File: config.mk
export PLATFORM = sky130hd
export DESIGN_NAME = ptm_dram_ctrl
export DESIGN_NICKNAME = d
export VERILOG_FILES = /design/src/rtl/ptm_pkg.sv /design/src/rtl/ptm_strobe_sync.sv /design/src/rtl/ptm_cycle_dec.sv /design/src/rtl/ptm_cell_array.sv /design/src/rtl/ptm_dram_ctrl.sv
export SDC_FILE = /design/constraint.sdc
export NUM_CORES = 1
export LEC_CHECK = 0
export BUFFER_PORTS_ARGS = -buffer_cell sky130_fd_sc_hd__buf_2
export CAP_MARGIN = 10
export CORE_AREA = 8 8 413 415
export CTS_CLUSTER_DIAMETER = 80
export DETAILED_ROUTE_END_ITERATION = 8
export DIE_AREA = 0 0 421 423
export PLACE_DENSITY = 0.44
export SLEW_MARGIN = 20
export SYNTH_ARGS = -nofsm -noshare
export SYNTH_HDL_FRONTEND = slang
export SYNTH_HIERARCHICAL = 1
export SYNTH_SLANG_ARGS = --single-unit
File: constraint.sdc
create_clock -name clk -period 7.2 [get_ports clk]
set_input_delay 1.44 -clock clk [delete_from_list [all_inputs] [get_ports clk]]
set_output_delay 1.44 -clock clk [all_outputs]
set_load 0.01 [all_outputs]
File: src/rtl/ptm_pkg.sv
package ptm_pkg;
  typedef enum logic [2:0] {
    CYC_IDLE    = 3'd0,
    CYC_ACCESS  = 3'd1,
    CYC_TSTENT  = 3'd2,
    CYC_COLREF  = 3'd3,
    CYC_ROWREF  = 3'd4
  } cyc_kind_e;

  localparam int GRP_BITS = 2;
endpackage

File: src/rtl/ptm_strobe_sync.sv
module ptm_strobe_sync #(
  parameter int N = 3
) (
  input  logic         clk,
  input  logic         rst_n,
  input  logic [N-1:0] pin_n,
  output logic [N-1:0] lvl_n,
  output logic [N-1:0] fall,
  output logic [N-1:0] rise
);
  for (genvar i = 0; i < N; i++) begin : g_strb
    logic s1_q, s2_q, prv_q;

    always_ff @(posedge clk or negedge rst_n) begin
      if (!rst_n) begin
        s1_q  <= 1'b1;
        s2_q  <= 1'b1;
        prv_q <= 1'b1;
      end else begin
        s1_q  <= pin_n[i];
        s2_q  <= s1_q;
        prv_q <= s2_q;
      end
    end

    assign lvl_n[i] = s2_q;
    assign fall[i]  = prv_q & ~s2_q;
    assign rise[i]  = ~prv_q & s2_q;
  end
endmodule

File: src/rtl/ptm_cycle_dec.sv
module ptm_cycle_dec
  import ptm_pkg::*;
#(
  parameter int ROW_W  = 4,
  parameter int COL_W  = 4,
  parameter int IO_W   = 4,
  parameter int ADDR_W = 4
) (
  input  logic              clk,
  input  logic              rst_n,
  input  logic              ras_s,
  input  logic              cas_s,
  input  logic              we_s,
  input  logic              ras_fall,
  input  logic              ras_rise,
  input  logic              cas_fall,
  input  logic [ADDR_W-1:0] addr,
  input  logic [IO_W-1:0]   din,
  output logic              test_mode,
  output cyc_kind_e         kind,
  output logic [ROW_W-1:0]  row,
  output logic [COL_W-1:0]  col,
  output logic              wr_en,
  output logic [IO_W-1:0]   wr_data,
  output logic              rd_window
);
  logic             tm_q, tm_d;
  cyc_kind_e        kind_q, kind_d;
  logic [ROW_W-1:0] row_q, row_d;
  logic [COL_W-1:0] col_q, col_d;
  logic             seen_q, seen_d;
  logic             wr_q, wr_d;
  logic [IO_W-1:0]  wdat_q, wdat_d;

  always_comb begin
    tm_d   = tm_q;
    kind_d = kind_q;
    row_d  = row_q;
    col_d  = col_q;
    seen_d = seen_q;
    wr_d   = 1'b0;
    wdat_d = wdat_q;
    if (ras_fall) begin
      seen_d = 1'b0;
      if (!cas_s) begin
        if (!we_s) begin
          tm_d   = 1'b1;
          kind_d = CYC_TSTENT;
        end else begin
          tm_d   = 1'b0;
          kind_d = CYC_COLREF;
        end
      end else begin
        kind_d = CYC_ACCESS;
        row_d  = addr[ROW_W-1:0];
      end
    end else if (ras_rise) begin
      if (kind_q == CYC_ACCESS && !seen_q) begin
        tm_d   = 1'b0;
        kind_d = CYC_ROWREF;
      end
    end else if (cas_fall && !ras_s && kind_q == CYC_ACCESS) begin
      seen_d = 1'b1;
      col_d  = addr[COL_W-1:0];
      if (!we_s) begin
        wr_d   = 1'b1;
        wdat_d = din;
      end
    end
  end

  always_ff @(posedge clk or negedge rst_n) begin
    if (!rst_n) begin
      tm_q   <= 1'b0;
      kind_q <= CYC_IDLE;
      row_q  <= '0;
      col_q  <= '0;
      seen_q <= 1'b0;
      wr_q   <= 1'b0;
      wdat_q <= '0;
    end else begin
      tm_q   <= tm_d;
      kind_q <= kind_d;
      row_q  <= row_d;
      col_q  <= col_d;
      seen_q <= seen_d;
      wr_q   <= wr_d;
      wdat_q <= wdat_d;
    end
  end

  assign test_mode = tm_q;
  assign kind      = kind_q;
  assign row       = row_q;
  assign col       = col_q;
  assign wr_en     = wr_q;
  assign wr_data   = wdat_q;
  assign rd_window = ~ras_s & ~cas_s & we_s & seen_q & (kind_q == CYC_ACCESS);


  tm_enter_chk: assert property (@(posedge clk) disable iff (!rst_n)
    (ras_fall && !cas_s && !we_s) |=> (test_mode && kind == CYC_TSTENT));

  tm_colref_exit_chk: assert property (@(posedge clk) disable iff (!rst_n)
    (ras_fall && !cas_s && we_s) |=> (!test_mode && kind == CYC_COLREF));

  tm_rowref_exit_chk: assert property (@(posedge clk) disable iff (!rst_n)
    (ras_rise && kind == CYC_ACCESS && !seen_q) |=> (!test_mode && !wr_en));
endmodule

File: src/rtl/ptm_cell_array.sv
module ptm_cell_array
  import ptm_pkg::*;
#(
  parameter int ROW_W = 4,
  parameter int COL_W = 4,
  parameter int IO_W  = 4
) (
  input  logic             clk,
  input  logic             rst_n,
  input  logic             wr_en,
  input  logic             test_mode,
  input  logic [ROW_W-1:0] row,
  input  logic [COL_W-1:0] col,
  input  logic [IO_W-1:0]  wr_data,
  output logic [IO_W-1:0]  rd_data
);
  localparam int AW    = ROW_W + COL_W;
  localparam int DEPTH = 1 << AW;
  localparam int GB    = GRP_BITS;
  localparam int GRP   = 1 << GB;

  logic [IO_W-1:0] mem [DEPTH];
  logic [IO_W-1:0] cmp;
  logic [AW-1:0]   idx;

  assign idx = {row, col};

  always_ff @(posedge clk) begin
    if (wr_en) begin
      if (test_mode) begin
        for (int g = 0; g < GRP; g++) begin
          mem[{row, col[COL_W-1:GB], GB'(g)}] <= wr_data;
        end
      end else begin
        mem[idx] <= wr_data;
      end
    end
  end

  for (genvar i = 0; i < IO_W; i++) begin : g_bit
    logic [GRP-1:0] cells;
    always_comb begin
      for (int g = 0; g < GRP; g++) begin
        cells[g] = mem[{row, col[COL_W-1:GB], GB'(g)}][i];
      end
    end
    assign cmp[i] = (&cells) | (~|cells);
  end

  assign rd_data = test_mode ? cmp : mem[idx];


  fill_grp_chk: assert property (@(posedge clk) disable iff (!rst_n)
    (wr_en && test_mode) |=> (cmp == '1));
endmodule

File: src/rtl/ptm_dram_ctrl.sv
module ptm_dram_ctrl
  import ptm_pkg::*;
#(
  parameter int ROW_W = 4,
  parameter int COL_W = 4,
  parameter int IO_W  = 4,
  localparam int ADDR_W = (ROW_W > COL_W) ? ROW_W : COL_W
) (
  input  logic              clk,
  input  logic              rst_n,
  input  logic              ras_n,
  input  logic              cas_n,
  input  logic              we_n,
  input  logic [ADDR_W-1:0] addr,
  input  logic [IO_W-1:0]   din,
  output logic [IO_W-1:0]   dout,
  output logic              dout_vld,
  output logic              test_mode,
  output logic [2:0]        cyc_kind
);
  logic [2:0]       lvl_n, fall, rise;
  logic             wr_en, rd_window;
  logic [ROW_W-1:0] row;
  logic [COL_W-1:0] col;
  logic [IO_W-1:0]  wr_data, rd_data;
  cyc_kind_e        kind;

  ptm_strobe_sync #(.N(3)) u_sync (
    .clk   (clk),
    .rst_n (rst_n),
    .pin_n ({we_n, cas_n, ras_n}),
    .lvl_n (lvl_n),
    .fall  (fall),
    .rise  (rise)
  );

  ptm_cycle_dec #(
    .ROW_W(ROW_W), .COL_W(COL_W), .IO_W(IO_W), .ADDR_W(ADDR_W)
  ) u_dec (
    .clk       (clk),
    .rst_n     (rst_n),
    .ras_s     (lvl_n[0]),
    .cas_s     (lvl_n[1]),
    .we_s      (lvl_n[2]),
    .ras_fall  (fall[0]),
    .ras_rise  (rise[0]),
    .cas_fall  (fall[1]),
    .addr      (addr),
    .din       (din),
    .test_mode (test_mode),
    .kind      (kind),
    .row       (row),
    .col       (col),
    .wr_en     (wr_en),
    .wr_data   (wr_data),
    .rd_window (rd_window)
  );

  ptm_cell_array #(.ROW_W(ROW_W), .COL_W(COL_W), .IO_W(IO_W)) u_arr (
    .clk       (clk),
    .rst_n     (rst_n),
    .wr_en     (wr_en),
    .test_mode (test_mode),
    .row       (row),
    .col       (col),
    .wr_data   (wr_data),
    .rd_data   (rd_data)
  );

  assign dout_vld = rd_window;
  assign dout     = rd_window ? rd_data : '0;
  assign cyc_kind = kind;


  vld_window_chk: assert property (@(posedge clk) disable iff (!rst_n)
    dout_vld |-> (!$past(ras_n, 2) && !$past(cas_n, 2) && $past(we_n, 2)));

  dout_park_chk: assert property (@(posedge clk) disable iff (!rst_n)
    !dout_vld |-> (dout == '0));

  no_wr_on_read_chk: assert property (@(posedge clk) disable iff (!rst_n)
    dout_vld |-> !wr_en);
endmodule

Yosys cells after proc, flatten, opt, wreduce, memory -nomap -nowiden. Memories as Yosys holds them, arrays and structs flattened. Index checks and enable logic that the tools add are counted.

Logic and storage cells: 90. Memory bits (writable): 1024. Input port bits: 13. Memories: 1. Bits in registers: 26. Output and inout port bits: 9.

Reduce and logical (&&, ||, !) cells: 27. Equality and inequality tests: 3. Muxes and demuxes: 27. Bitwise gates (word level): 17.

Memory list: u_arr.mem (words 256, bits a word 4, rd ports 5, clocked after memory_dff 0, wr ports 4, line ptm_cell_array.sv:22) `logic [IO_W-1:0] mem [DEPTH];`.

Operators with widths (count): $reduce_and 4->1 (5); $reduce_or 4->1 (5); $mux 1 (19); $mux 4 (3); $mux 3 (3); $mux 8 (1); $and 1x1->1 (7); $logic_not 1->1 (6); $not 1->1 (6); $reduce_and 2->1 (3); $reduce_and 3->1 (2); $reduce_bool 2->1 (3); $or 1x1->1 (4); $eq 3x1->1 const B (1); $logic_and 1x1->1 (3); $mux 2 (1); $ne 2x1->1 const B (1); $ne 2x2->1 const B (1).

Depth between registers and ports, before layout.
Depth in word-level cells: 7. Mapped depth: 14.

Modules after synthesis. The synthesis kept the hierarchy.

Modules (own cells, without submodules): ptm_cell_array (seq. area each 30749.5 sq um, cells an instance 2517, times used 1, area each 47705.8 sq um); ptm_cycle_dec (seq. area each 450.4 sq um, cells an instance 52, times used 1, area each 760.7 sq um); ptm_strobe_sync (seq. area each 236.5 sq um, cells an instance 18, times used 1, area each 296.5 sq um); ptm_dram_ctrl (seq. area each 0.0 sq um, cells an instance 4, times used 1, area each 25.0 sq um).

Least setup slack after synthesis. Ideal clock, no wire load.

Path kind: reg-to-reg. Start point: register u_dec.wdat_q[0], in the netlist u_dec/wr_data[0]. End point: memory u_arr.mem[0][0], data pin. Period minus slack after synthesis: 3984 ps. Setup slack: 3216 ps. Data arrival time: 3181 ps. Path buffers: 0. Stages on the path, launching flop included: 1. Path through: dfrtp_1.

RTL lines: from (decl) (line ptm_cycle_dec.sv:33) `logic [IO_W-1:0] wdat_q, wdat_d;`; from (signal assigned) (line ptm_cycle_dec.sv:88) `wdat_q <= wdat_d;`; to (decl) (line ptm_cell_array.sv:22).

Final worst setup path.
Start point: register u_dec.col_q[1], in the netlist u_dec/col[1]. End point: output port dout[3].

Longest elaborated chain between the ends: 3.

Ends and longest elaborated chain: from (decl) (line ptm_cycle_dec.sv:30) `logic [COL_W-1:0] col_q, col_d;`; from (signal assigned) (line ptm_cycle_dec.sv:85) `col_q <= col_d;`; $mem_v2 256x4; $mux 4 (line ptm_cell_array.sv:50) `assign rd_data = test_mode ? cmp : mem[idx];`; net rd_data[3] (line ptm_dram_ctrl.sv:25) `logic [IO_W-1:0] wr_data, rd_data;`; $mux 4 (line ptm_dram_ctrl.sv:71) `assign dout = rd_window ? rd_data : '0;`; to (decl) (line ptm_dram_ctrl.sv:16) `output logic [IO_W-1:0] dout,`.

The timed path passes the listed nets, and every way through them passes these cells.

==> impl_results.rst <==
.. list-table::
   :header-rows: 1

   * - Metric
     - Value
   * - Tightest slew margin relative to the limit
     - 15.0%
   * - Critical path startpoint
     - u_dec/col[1]$_DFFE_PN0P_
   * - Ys Warns
     - 6
   * - Arrival time of data at the critical path endpoint
     - 5460 ps
   * - Final RePlAce weighted congestion
     - 0.899
   * - Port buffer count
     - 21
   * - Post-detailed-route count of antenna-violating nets
     - 0
   * - Post-route minimum period
     - 6900 ps
   * - Setup Buffers After CTS
     - 0
   * - Critical Path RT
     - 5760 ps
   * - Starting Density
     - 29.7%
   * - Internal
     - 0.0126 W
   * - Count of hold-fix buffers inserted at cts
     - 0
   * - Unrepaired setup endpoints after global routing
     - false
   * - Capture instance of the worst register-to-register path
     - u_arr/mem[115][3]$_DFFE_PP_
   * - 1st-iter DRT viols
     - 3,716
   * - Largest clock skew in the final design
     - 29.5 ps
   * - Clock-pin slew of the registers on the worst-case setup and hold paths
     - 60 ps
   * - Number of detailed-route iterations in the first pass
     - 6
   * - Worst hold slack
     - 357 ps
   * - Cell area after layout
     - 55,300 µm²
   * - Reg-to-reg startpoint
     - u_dec/col[3]$_DFFE_PN0P_
   * - DP HPWL
     - 115,000 µm
   * - DRC
     - 0
   * - Most numerous cell on the critical path
     - buf_4
   * - Number of primary I/O pins
     - 22
   * - Critical Path Max Stage Delay
     - 940 ps
   * - Num Clock Sinks
     - 1,050
   * - Part of the cycle the worst path needs
     - 95.9%
   * - TritonCTS clock tree
     - yes
   * - Chip Height
     - 423 µm
   * - Overflow left after global routing
     - 0
   * - Switching Power
     - 0.00546 W
   * - Share of cells above drive strength 1
     - 31.8%
   * - Clock Tree Root
     - clkbuf_16
   * - Worst-path cell chain
     - buf_12 -> buf_4 -> mux4_2 -> a22oi_1 -> a21oi_1 -> nor4_1 -> buf_4 -> o22ai_1 -> nor3_1 -> a31oi_1 -> and2_1 -> buf_2
   * - Maximum achievable frequency
     - 145 MHz
   * - Synthesized instance count
     - 2,587
   * - Cell family with most CP delay
     - simple AND/OR/NAND/NOR gates
   * - Sequential Power Share
     - 39.4%
   * - Peak fanout along the critical path
     - 53
   * - Final routed wire length divided by cell count
     - 36.1 µm
   * - Peak supply drop
     - 0.269 mV
   * - Number of setup violations in the final report
     - 0
   * - H-Tree Depth
     - 3
   * - Floorplan row count
     - 149
   * - Leakage power summed over all cells
     - 16.6 nW
   * - Buffers and inverters on the worst path
     - 4
   * - Number of global-route vias before repair
     - 28,600
   * - Post-layout total power
     - 0.0181 W
   * - First-pass GRT wire length
     - 242,000 µm
   * - Transition time at the pin with the least slew margin
     - 1270 ps
   * - Synthesized net count
     - 2,600
   * - Result of the run
     - completed
   * - Depth of the worst register-to-register path
     - 4
   * - Final-report hold violation count
     - 0
   * - Post-Syn Area per Cell
     - 18.8 µm²
   * - CTS Buffer Depth
     - 3
   * - Via count normalized by instance count
     - 5.88
   * - Number of buffers added by the clock tree synthesis step
     - 117
   * - Number of maximum-capacitance violations
     - 0
   * - Overall Global Routing Usage
     - 19.0%
   * - Die Outline Area
     - 178,000 µm²
   * - Critical path capture point
     - dout[3]
   * - R2r setup slk
     - 3350 ps
   * - Synthesis-to-finish area growth
     - 13.5%
   * - Critical Path Slowest Stage Cell
     - nor4_1
   * - Final total negative setup slack
     - 0 ps
   * - Clock network power share
     - 34.6%
   * - Critical Path Stages
     - 12
   * - Number of antenna violations at the first check in global routing
     - 6
   * - Placeable Area
     - 164,000 µm²
   * - Max Slew Vio Count
     - 0
   * - Largest net degree at the start of global routing
     - 258
   * - Final #Nets
     - 2,579
   * - Cell area after synthesis
     - 48,700 µm²
   * - Post-cts sizing count
     - 0
   * - Clock Latency Late Sink
     - 740 ps
   * - Kind of path behind the tightest hold check
     - register to register
   * - Die width
     - 421 µm
   * - Fraction of power spent switching nets
     - 30.2%
   * - Kind of end point of the critical path
     - primary output
   * - Vias after detailed routing
     - 28,600
   * - Power density over the cells
     - 327 nW/µm²
   * - WL final
     - 176,000 µm
   * - Crit Path Category
     - register to primary output
   * - Placed instance area
     - 51,300 µm²
   * - Comb pwr share
     - 25.9%
   * - Startpoint type of the worst setup path
     - register
worst min path at each step:
stage	startpoint	to	slack, ps	depth (start not counted)
final	u_sync/g_strb[0].s1_q$_DFF_PN1_	u_sync/g_strb[0].s2_q$_DFF_PN1_	360	0
after global routing	u_sync/g_strb[1].s1_q$_DFF_PN1_	u_sync/g_strb[1].s2_q$_DFF_PN1_	360	0
after CTS	u_sync/g_strb[0].s1_q$_DFF_PN1_	u_sync/g_strb[0].s2_q$_DFF_PN1_	360	0
after detailed placement	u_sync/g_strb[0].s1_q$_DFF_PN1_	u_sync/g_strb[0].s2_q$_DFF_PN1_	350	0
after global placement	u_sync/g_strb[1].s1_q$_DFF_PN1_	u_sync/g_strb[1].s2_q$_DFF_PN1_	350	0
after floorplan	u_sync/g_strb[0].s1_q$_DFF_PN1_	u_sync/g_strb[0].s2_q$_DFF_PN1_	350	0
worst register-to-register path, cell delays in order, from the launching register on:
cell and delay [ps]:
dfrtp_4 600, buf_12 310, nor3b_1 780, nand2_2 910
nor2_1 850
layout make-up:
cell class / instances / area, µm²
fillers: 15300 / 109000
flip-flops and latches: 1050 / 31400
multi-input cells: 1307 / 16200
clock buffers: 141 / 3100
well taps: 2189 / 2740
repair buffers: 88 / 936
clock inverters: 81 / 907
inverters: 2 / 7.51
diodes: 3 / 7.51
cell usage in the layout, fill, tap and decap left out, types with 5 or more instances in the layout:
| cell | count |
|---|---|
| mux2_2 | 8 |
| nor4_2 | 6 |
| buf_2 | 21 |
| dfrtp_1 | 10 |
| a22oi_1 | 252 |
| mux4_2 | 512 |
| buf_12 | 23 |
| clkinv_2 | 27 |
| buf_4 | 42 |
| clkinv_1 | 23 |
| and2_1 | 5 |
| nand2_1 | 21 |
| clkbuf_1 | 20 |
| dfstp_2 | 8 |
| nor4_1 | 27 |
| clkbuf_16 | 121 |
| o22ai_1 | 8 |
| nor2b_1 | 5 |
| edfxtp_1 | 1024 |
| nand2_2 | 16 |
| bufinv_16 | 19 |
| a21oi_1 | 128 |
| dfrtp_4 | 8 |
| clkinvlp_4 | 6 |
| nor2_1 | 259 |
state kept, by name, summed over array words and instances, names as in the netlist:
register	flops
u_dec/wr_data	4
u_sync/g_strb.prv_q	2
u_dec/col	4
u_arr/mem	1024
u_dec/kind	3
u_sync/g_strb.s1_q	3
u_dec/wr_en	1
u_sync/g_strb.s2_q	3
u_dec/row	4
u_dec/test_mode	1
u_dec/seen_q	1
power groups by stage:
stage                     Sequential [W]  Combinational (W)  Clock, W
after floorplan                  0.00727            0.00311         0
after global placement           0.00728            0.00459         0
after detailed placement         0.00728            0.00462         0
after CTS                        0.00715            0.00463   0.00639
after global routing             0.00714            0.00488   0.00659
final                            0.00713            0.00469   0.00626
metrics by stage:
stage / std cells / util (%) / setup WS (ps)
3_5_place_dp: 4634 / 31.3 / 1120
4_1_cts: 4856 / 33.7 / 276
5_1_grt: 4859 / 33.8 / 160
6_report: 4861 / 33.8 / 295
3_3_place_gp: 4633 / 31.3 / 741
2_1_floorplan: 2587 / - / 3220
layer usage:
| layer | global-route usage [%] | wire length (µm) | vias up |
|---|---|---|---|
| li1 | - | - | 11100 |
| met1 | 25.4 | 69700 | 15400 |
| met2 | 29.7 | 80700 | 1808 |
| met3 | 5.06 | 17600 | 324 |
| met4 | 7.60 | 7630 | 2 |
| met5 | 0 | 12 | - |
Note: power is estimated with default switching activity, not from simulation.
